**src/rtl/ss_adc_pkg.sv**
```systemverilog
package ss_adc_pkg;

  typedef enum logic [1:0] {
    ST_IDLE  = 2'd0,
    ST_DELAY = 2'd1,
    ST_RAMP  = 2'd2,
    ST_READ  = 2'd3
  } frame_st_e;

  // reflected Gray code of a binary value (callers truncate to their width)
  function automatic logic [31:0] to_gray(input logic [31:0] b);
    return b ^ (b >> 1);
  endfunction

endpackage

```
**src/rtl/ssa_frame_ctrl.sv**
```systemverilog
module ssa_frame_ctrl
  import ss_adc_pkg::*;
#(
  parameter int START_DLY = 4,
  parameter int RD_CYC    = 20
) (
  input  logic clk,
  input  logic rst_n,
  input  logic start_i,
  input  logic cnt_full_i,
  output logic ramp_o,
  output logic read_o,
  output logic frame_go_o,
  output logic rd_first_o
);

  localparam int MAXT = (START_DLY > RD_CYC) ? START_DLY : RD_CYC;
  localparam int TW   = $clog2(MAXT + 1);
  localparam logic [TW-1:0] DLY_LAST = TW'((START_DLY > 0) ? START_DLY - 1 : 0);
  localparam logic [TW-1:0] RD_LAST  = TW'(RD_CYC - 1);

  frame_st_e       state_q, state_d, arm_st;
  logic [TW-1:0]   tmr_q, tmr_d;

  // the state entered when a request is accepted depends on the offset
  generate
    if (START_DLY == 0) begin : g_no_dly
      assign arm_st = ST_RAMP;
    end else begin : g_dly
      assign arm_st = ST_DELAY;
    end
  endgenerate

  always_comb begin
    state_d    = state_q;
    tmr_d      = tmr_q;
    frame_go_o = 1'b0;
    unique case (state_q)
      ST_IDLE: begin
        if (start_i) begin
          frame_go_o = 1'b1;
          tmr_d      = '0;
          state_d    = arm_st;
        end
      end
      ST_DELAY: begin
        if (tmr_q == DLY_LAST) begin
          tmr_d   = '0;
          state_d = ST_RAMP;
        end else begin
          tmr_d = tmr_q + 1'b1;
        end
      end
      ST_RAMP: begin
        if (cnt_full_i) begin
          tmr_d   = '0;
          state_d = ST_READ;
        end
      end
      ST_READ: begin
        if (tmr_q == RD_LAST) begin
          tmr_d   = '0;
          state_d = ST_IDLE;
        end else begin
          tmr_d = tmr_q + 1'b1;
        end
      end
      default: state_d = ST_IDLE;
    endcase
  end

  always_ff @(posedge clk or negedge rst_n) begin
    if (!rst_n) begin
      state_q <= ST_IDLE;
      tmr_q   <= '0;
    end else begin
      state_q <= state_d;
      tmr_q   <= tmr_d;
    end
  end

  assign ramp_o     = (state_q == ST_RAMP);
  assign read_o     = (state_q == ST_READ);
  assign rd_first_o = read_o && (tmr_q == '0);

  AST_RAMP_TO_READ: assert property (@(posedge clk) disable iff (!rst_n)
    (ramp_o && cnt_full_i) |=> (read_o && rd_first_o));
  AST_READ_LEN: assert property (@(posedge clk) disable iff (!rst_n)
    (read_o && tmr_q != RD_LAST) |=> read_o);
  AST_DELAY_LEN: assert property (@(posedge clk) disable iff (!rst_n)
    (state_q == ST_DELAY && tmr_q != DLY_LAST) |=> (state_q == ST_DELAY));

endmodule

```
**src/rtl/ssa_gray_counter.sv**
```systemverilog
module ssa_gray_counter
  import ss_adc_pkg::*;
#(
  parameter int CW = 8
) (
  input  logic          clk,
  input  logic          rst_n,
  input  logic          en_i,
  input  logic          clr_i,
  output logic [CW-1:0] gray_o,
  output logic          full_o
);

  logic [CW-1:0] cnt_q;

  always_ff @(posedge clk or negedge rst_n) begin
    if (!rst_n)      cnt_q <= '0;
    else if (clr_i)  cnt_q <= '0;
    else if (en_i)   cnt_q <= cnt_q + 1'b1;
  end

  assign gray_o = CW'(to_gray(32'(cnt_q)));
  assign full_o = &cnt_q;

  AST_GRAY_ONE_STEP: assert property (@(posedge clk) disable iff (!rst_n)
    (en_i && !clr_i) |=> ($countones(gray_o ^ $past(gray_o)) == 1));
  AST_CNT_HOLD: assert property (@(posedge clk) disable iff (!rst_n)
    (!en_i && !clr_i) |=> $stable(gray_o));

endmodule

```
**src/rtl/ssa_pixel_store.sv**
```systemverilog
module ssa_pixel_store #(
  parameter int CW = 8
) (
  input  logic          clk,
  input  logic          rst_n,
  input  logic          clr_i,
  input  logic          wr_i,
  input  logic          last_i,
  input  logic [CW-1:0] gray_i,
  output logic [CW-1:0] store_o,
  output logic          ovf_o
);

  always_ff @(posedge clk or negedge rst_n) begin
    if (!rst_n) begin
      store_o <= '0;
      ovf_o   <= 1'b0;
    end else if (clr_i) begin
      store_o <= '0;
      ovf_o   <= 1'b0;
    end else begin
      if (wr_i)   store_o <= gray_i;
      if (last_i) ovf_o   <= wr_i;
    end
  end

  AST_STORE_TRACK: assert property (@(posedge clk) disable iff (!rst_n)
    (wr_i && !clr_i) |=> (store_o == $past(gray_i)));
  AST_STORE_HOLD: assert property (@(posedge clk) disable iff (!rst_n)
    (!wr_i && !clr_i) |=> $stable(store_o));
  AST_OVF_HOLD: assert property (@(posedge clk) disable iff (!rst_n)
    (!clr_i && !last_i) |=> $stable(ovf_o));

endmodule

```
**src/rtl/ssa_readout.sv**
```systemverilog
module ssa_readout #(
  parameter int CW = 8
) (
  input  logic          clk,
  input  logic          rst_n,
  input  logic          latch_i,
  input  logic [CW-1:0] gray_i,
  output logic [CW-1:0] bin_o,
  output logic          valid_o
);

  logic [CW-1:0] bin_c;

  // each binary bit is the parity of the Gray bits at and above it
  generate
    for (genvar i = 0; i < CW; i++) begin : g_bit
      assign bin_c[i] = ^gray_i[CW-1:i];
    end
  endgenerate

  always_ff @(posedge clk or negedge rst_n) begin
    if (!rst_n) begin
      bin_o   <= '0;
      valid_o <= 1'b0;
    end else begin
      valid_o <= latch_i;
      if (latch_i) bin_o <= bin_c;
    end
  end

  AST_VALID_PULSE: assert property (@(posedge clk) disable iff (!rst_n)
    valid_o |=> !valid_o);
  AST_BIN_HOLD: assert property (@(posedge clk) disable iff (!rst_n)
    !latch_i |=> $stable(bin_o));

endmodule

```
**src/rtl/ss_adc_backend.sv**
```systemverilog
module ss_adc_backend #(
  parameter int CW        = 8,
  parameter int START_DLY = 4,
  parameter int READ_LEN  = 20,
  parameter int ROWS      = 1
) (
  input  logic          clk,
  input  logic          rst_n,
  input  logic          start_i,
  input  logic          cmp_en_i,
  output logic [CW-1:0] gray_o,
  output logic [CW-1:0] store_o,
  output logic [CW-1:0] bin_o,
  output logic          valid_o,
  output logic          ovf_o,
  output logic          ramp_o,
  output logic          read_o
);

  localparam int RD_CYC = READ_LEN * ROWS;

  // named internal events
  logic cnt_full;
  logic frame_go;
  logic rd_first;
  logic cnt_en;
  logic store_wr;
  logic ramp_last;

  assign cnt_en    = ramp_o && !cnt_full;
  assign store_wr  = ramp_o && cmp_en_i;
  assign ramp_last = ramp_o && cnt_full;

  ssa_frame_ctrl #(.START_DLY(START_DLY), .RD_CYC(RD_CYC)) u_ctrl (
    .clk        (clk),
    .rst_n      (rst_n),
    .start_i    (start_i),
    .cnt_full_i (cnt_full),
    .ramp_o     (ramp_o),
    .read_o     (read_o),
    .frame_go_o (frame_go),
    .rd_first_o (rd_first)
  );

  ssa_gray_counter #(.CW(CW)) u_cnt (
    .clk    (clk),
    .rst_n  (rst_n),
    .en_i   (cnt_en),
    .clr_i  (rd_first),
    .gray_o (gray_o),
    .full_o (cnt_full)
  );

  ssa_pixel_store #(.CW(CW)) u_store (
    .clk     (clk),
    .rst_n   (rst_n),
    .clr_i   (frame_go),
    .wr_i    (store_wr),
    .last_i  (ramp_last),
    .gray_i  (gray_o),
    .store_o (store_o),
    .ovf_o   (ovf_o)
  );

  ssa_readout #(.CW(CW)) u_rd (
    .clk     (clk),
    .rst_n   (rst_n),
    .latch_i (rd_first),
    .gray_i  (store_o),
    .bin_o   (bin_o),
    .valid_o (valid_o)
  );

  AST_OVF_FULL: assert property (@(posedge clk) disable iff (!rst_n)
    (valid_o && ovf_o) |-> (bin_o == {CW{1'b1}}));
  AST_RAMP_FALL_READ: assert property (@(posedge clk) disable iff (!rst_n)
    $fell(ramp_o) |-> read_o);
  AST_NO_OVERLAP: assert property (@(posedge clk) disable iff (!rst_n)
    !(ramp_o && read_o));

endmodule

```
**config.mk**
```make
export PLATFORM = sky130hd
export DESIGN_NAME = ss_adc_backend
export DESIGN_NICKNAME = d
export VERILOG_FILES = /design/src/rtl/ss_adc_pkg.sv /design/src/rtl/ssa_frame_ctrl.sv /design/src/rtl/ssa_gray_counter.sv /design/src/rtl/ssa_pixel_store.sv /design/src/rtl/ssa_readout.sv /design/src/rtl/ss_adc_backend.sv
export SDC_FILE = /design/constraint.sdc
export NUM_CORES = 1
export LEC_CHECK = 0
export ABC_CLOCK_PERIOD_IN_PS = 5200
export BUFFER_PORTS_ARGS = -buffer_cell sky130_fd_sc_hd__clkbuf_2
export CAP_MARGIN = 20
export CORE_MARGIN = 2
export CORE_UTILIZATION = 59
export DETAILED_ROUTE_END_ITERATION = 16
export GPL_ROUTABILITY_DRIVEN = 0
export PLACE_DENSITY_LB_ADDON = 0.05
export RECOVER_POWER = 100
export SLEW_MARGIN = 5
export SYNTH_ARGS = -nofsm -noshare
export SYNTH_HDL_FRONTEND = slang
export SYNTH_HIERARCHICAL = 1
export SYNTH_SLANG_ARGS = --single-unit
```
**constraint.sdc**
```tcl
create_clock -name clk -period 5.2 [get_ports clk]
set_input_delay 0.52 -clock clk [delete_from_list [all_inputs] [get_ports clk]]
set_output_delay 0.52 -clock clk [all_outputs]
set_load 0.03 [all_outputs]
```
# Word level (Yosys, flattened, before mapping)
# Index checks and enable logic that the tools add are counted.
dict set report totals {
  inputBits 4
  register_bits 33
  out_inout_bits 28
  elab_cells 57
}
dict set report classes {
  reduce_logical 20
  n_addsub 2
  bitwise_logic 1
  muxes 18
  eq_ne 9
}
# operator count
set ops {}
lappend ops {{8-bit 2-to-1 mux} 4}
lappend ops {{5-bit 2-to-1 mux} 4}
lappend ops {{5-bit case mux with 4 select lines} 1}
lappend ops {{8-bit by 1-bit adder with 8-bit output, second input constant} 1}
lappend ops {{2-bit 2-to-1 mux} 4}
lappend ops {{2-bit case mux with 4 select lines} 1}
lappend ops {{8-bit AND reduction} 1}
lappend ops {{8-bit parity} 1}
lappend ops {{8-bit by 7-bit bitwise XOR with 8-bit output} 1}
lappend ops {{7-bit parity} 1}
lappend ops {{2-bit nonzero test} 3}
lappend ops {{6-bit parity} 1}
lappend ops {{5-bit by 1-bit adder with 5-bit output, second input constant} 1}
lappend ops {{5-bit by 2-bit == test with 1-bit output, second input constant} 1}
lappend ops {{5-bit == test, second input constant} 1}
lappend ops {{5-bit logical NOT} 1}
lappend ops {{5-bit parity} 1}
lappend ops {{2-bit == test, second input constant} 2}
lappend ops {{1-bit logical AND} 4}
lappend ops {{1-bit 2-to-1 mux} 4}
lappend ops {{2-bit by 1-bit != test with 1-bit output, second input constant} 2}
lappend ops {{2-bit != test, second input constant} 2}
lappend ops {{4-bit AND reduction} 1}
lappend ops {{4-bit parity} 1}
lappend ops {{6 further kinds} 6}

# Longest topological paths before layout
dict set report logic_depth {
  depth_word 5
  depth_mapped 8
  ltp_nobuf 7
}

# Cells and area by module
# The synthesis kept the hierarchy.
# module cells_per_inst seq_area_each_um2 area_per_inst_um2 n_inst
set by_module_without_submodules {}
lappend by_module_without_submodules {ssa_frame_ctrl 62 175.2 556.8 1}
lappend by_module_without_submodules {ssa_gray_counter 42 200.2 469.2 1}
lappend by_module_without_submodules {ssa_readout 35 225.2 432.9 1}
lappend by_module_without_submodules {ssa_pixel_store 29 225.2 364.1 1}
lappend by_module_without_submodules {ss_adc_backend 3 0.0 22.5 1}

# Worst setup path after synthesis
# Ideal clock, no wire load.
dict set report synth_timing {
  kind {flip-flop to flip-flop}
  start {register u_ctrl.state_q[0]}
  end {register u_rd.bin_o[3]}
  n_path_buf 1
  synth_period_minus_slack_ns 2.077
  arrival_ns 1.952
  path_stages_with_launch 6
  required_time_ns 5.075
  setup_slack_ns 3.123
  cell_sequence {dfrtp_1 ha_1 nand2_1 nor4_1 clkbuf_1 mux2_2}
}
dict set report synth_via {
  elab_chain_cells 2
}
# element line
set synth_lines {}
lappend synth_lines {{start: declaration} ssa_frame_ctrl.sv:22} ;# frame_st_e state_q, state_d, arm_st;
lappend synth_lines {{start signal: assignment} ssa_frame_ctrl.sv:77} ;# state_q <= state_d;
lappend synth_lines {{2-bit == test} ssa_frame_ctrl.sv:83} ;# assign read_o = (state_q == ST_READ);
lappend synth_lines {{via read_o} ss_adc_backend.sv:17} ;# output logic read_o
lappend synth_lines {{1-bit logical AND} ssa_frame_ctrl.sv:84} ;# assign rd_first_o = read_o && (tmr_q == '0);
lappend synth_lines {{via rd_first} ss_adc_backend.sv:25} ;# logic rd_first;
lappend synth_lines {{end signal: assignment} ssa_readout.sv:27} ;# if (latch_i) bin_o <= bin_c;
lappend synth_lines {{end: declaration} ssa_readout.sv:8} ;# output logic [CW-1:0] bin_o,
# The timed path passes the listed nets, and every way through them passes these cells.
# A chain may end at the register's enable or synchronous reset.

# Worst setup path after layout
dict set report layout_timing {
  start {register u_ctrl.state_q[0]}
  end {register u_rd.bin_o[0]}
}
dict set report layout_via {
  elab_chain_cells 2
}
# element line
set layout_lines {}
lappend layout_lines {{2-bit == test} ssa_frame_ctrl.sv:83}
lappend layout_lines {{1-bit logical AND} ssa_frame_ctrl.sv:84}
lappend layout_lines {{via rd_first} ss_adc_backend.sv:25}
# The timed path passes the listed nets, and every way through them passes these cells.

==> results.ini <==
[run_status]
run_status = complete, but fails checks
violations = max-capacitance violations, max-slew violations

[drt]
route.antenna.remaining_nets = 0
route.final.wire_length_um = 3490
detail_route.first_pass.iterations = 3
vias = 1336
wl_per_cell_um = 14.7
drc_errors = 0
initialDrtViolationCount = 47
vias_per_cell = 5.61

[cts]
cts_tree = done
cts.sink_count = 33
cts_buffers = 5
post_cts.repair.setup_buffers = 0
clk-insertion-delay-late_ns = 0.33
clock_tree_root = clkbuf_4
postCtsHoldBufs = 0
cts-htree-levels = 2
postCtsResizedCells = 0
cts.reportedPaths.clkPinSlew_ns = 0.10
clock_path_buffers = 2

[synth]
synth_top_area_share = 0.447
synth-seq-area-share = 0.447
asyncSetResetFlopFracSynth = 1.00
yosys.cell_types.count = 43
synth-edff-count = 0
yosys-top-cells-area = dfrtp_1 (45%), ha_1 (8.8%), mux2i_1 (6.0%)
yosys_most_used_dff = dfrtp_1
number_of_register_bits_inferred_by_synthesis = 33
mappedNetlistNets = 188
netlist.top_cell.by_area = dfrtp_1
synthesis.area_um2 = 1850
synth.avg_cell_area_um2 = 10.8
synth_cells = 171
yosysWarnings = 6

[floorplan]
width_of_the_die_um = 59.9
core_um2 = 3000
io-pin-count = 32
fp-row-count = 20
chipHeight_um = 59.9
die-area_um2 = 3590
initial_utilization = 0.615

[setup_path]
r2r-start = u_ctrl/state_q[0]
worstSetupPathType = reg2reg
critical_path.startpoint = u_ctrl/state_q[0]
arrival_ns = 2.55
crit_path_start_kind = flip-flop
cp-end-kind = flip-flop
cp_max_fo = 20
critical_path_required_ns = 5.43

[timing]
tns_ns = 0
clock-skew-final_ns = 0.00644
report.final.slew_viol_count = 34
finalSetupViolCount = 0
post-route-period-util = 0.447
grt_setup_unrepaired = false
max_slew_margin = -0.138
timing.fmax_ghz = 0.430
worst_pin_slew_ns = 1.71
finalWorstPathRequiredPeriod_ns = 2.33
finalHoldViolCount = 0

[placed_design]
port_buffers = 31
number_of_placed_instances_with_taps_included = 230
placed_cell_area_um2 = 2010
dp_hpwl_um = 2600

[worst_hold_path]
worst_hold_path_type = reg2reg
hp-start = u_rd/bin_o[1]

[global_route]
grt_pass1_wl_um = 5820
vias_in_the_first_global_route = 1245
antenna_found_initial = 0
grt_max_degree = 34
global_route.overflow_total = 0
globalRouteTotalUtil = 0.221

[cells_and_area]
layout_commonest_cell = dfrtp_1
finish.cell_count_without_fillers = 238
finalNetCount = 221
sequential_cell_area_um2 = 826
area_growth_pct = 9.22
design_area_um2 = 2020
area_used_by_multi_input_combinational_logic_um2 = 952
fraction_of_final_layout_cells_sized_beyond_drive_strength_1 = 0.107
leading_cell_types_in_the_layout_fill_and_taps_excluded = dfrtp_1 (33), clkbuf_1 (31), nor2_1 (26)
final.fill_count = 262
antenna_diodes = 0

[power_and_ir_drop]
overall_power_of_the_completed_layout_mw = 0.413
power_per_cell_area_nw_per_um2 = 205
vdd_drop_max_uv = 113
p_leak_nw = 0.910

[job]
cap_violations = 1

## cell type report
type | count | area share
Timing Repair Buffer | 32 | 0.0608
Inverter | 6 | 0.0112
Multi-Input combinational cell | 126 | 0.472
Tap cell | 33 | 0.0205
Sequential cell | 33 | 0.410
Clock buffer | 6 | 0.0205
Clock inverter | 2 | 0.00497
## cell families (layout without fill, tap and decap cells)
group | count (synthesis) | after routing | synth area share
compound gates | 24 | 24 | 0.0841
flops | 33 | 33 | 0.447
simple gates | 58 | 58 | 0.170
buf+inv | 12 | 46 | 0.0346
xor+xnor | 15 | 15 | 0.0834
fa+ha+maj | 13 | 13 | 0.0881
mux | 16 | 16 | 0.0922
## per-layer routing
| layer | share of wire | global-route usage |
|---|---|---|
| met2 | 0.52 | 0.379 |
| met4 | 0.016 | 0.0794 |
| met1 | 0.43 | 0.269 |
| met5 | 0 | 0 |
| met3 | 0.036 | 0.0541 |
## per-stage QoR
stage	setup slack (ns)	hold WS, ns	utilization
finish	2.87	0.496	0.671
global route	2.70	0.542	0.671
CTS	3.25	0.268	0.688
detailed placement	3.28	0.495	0.671
global placement	3.37	0.490	0.671
floorplan	3.12	0.224	-
## worst paths after layout
kind,to,slack [ns],depth (start not counted)
worst max-delay path,u_rd/bin_o[0],2.87,6
worst min-delay path,u_rd/bin_o[1],0.50,1
worst max register to register,u_rd/bin_o[0],2.87,6
worst min register to register,u_rd/bin_o[1],0.50,1
max in group asynchronous,u_store/store_o[1],3.60,1
min in group asynchronous,u_rd/bin_o[6],0.62,1
## registers in the layout (all words and copies together), names as in the netlist
signal	flops
u_cnt/cnt_q	8
u_rd/bin_o	8
u_rd/valid_o	1
u_ctrl/tmr_q	5
u_ctrl/state_q	2
u_store/ovf_o	1
u_store/store_o	8
## synth_stat cells, types with 2 or more instances
cell / number
dfrtp_1: 33
nor2_1: 26
ha_1: 13
mux2i_1: 11
nand3_1: 8
xor2_1: 8
inv_1: 6
o21ai_0: 6
a21oi_1: 5
xnor2_1: 5
mux2_2: 4
clkbuf_1: 3
nand2_1: 3
o211ai_1: 3
a211oi_1: 2
and2_1: 2
buf_6: 2
nand2b_1: 2
nand4_1: 2
nor2b_1: 2
o21ai_1: 2
or3_1: 2
## report_power, final
group | switching [mW] | internal, mW | total, mW
Combinational | 0.0123 | 0.00577 | 0.0181
Clock | 0.0841 | 0.0514 | 0.136
Sequential | 0.00154 | 0.258 | 0.259
## worst max-delay path, cell delays in order (launching register included)
cell	delay (ns)
dfrtp_1	0.43
ha_1	0.30
nand2_1	0.08
nor4_1	0.16
clkbuf_1	0.73
inv_1	0.17
a221o_1	0.35
No activity file was read; power rests on OpenSTA's default activity.
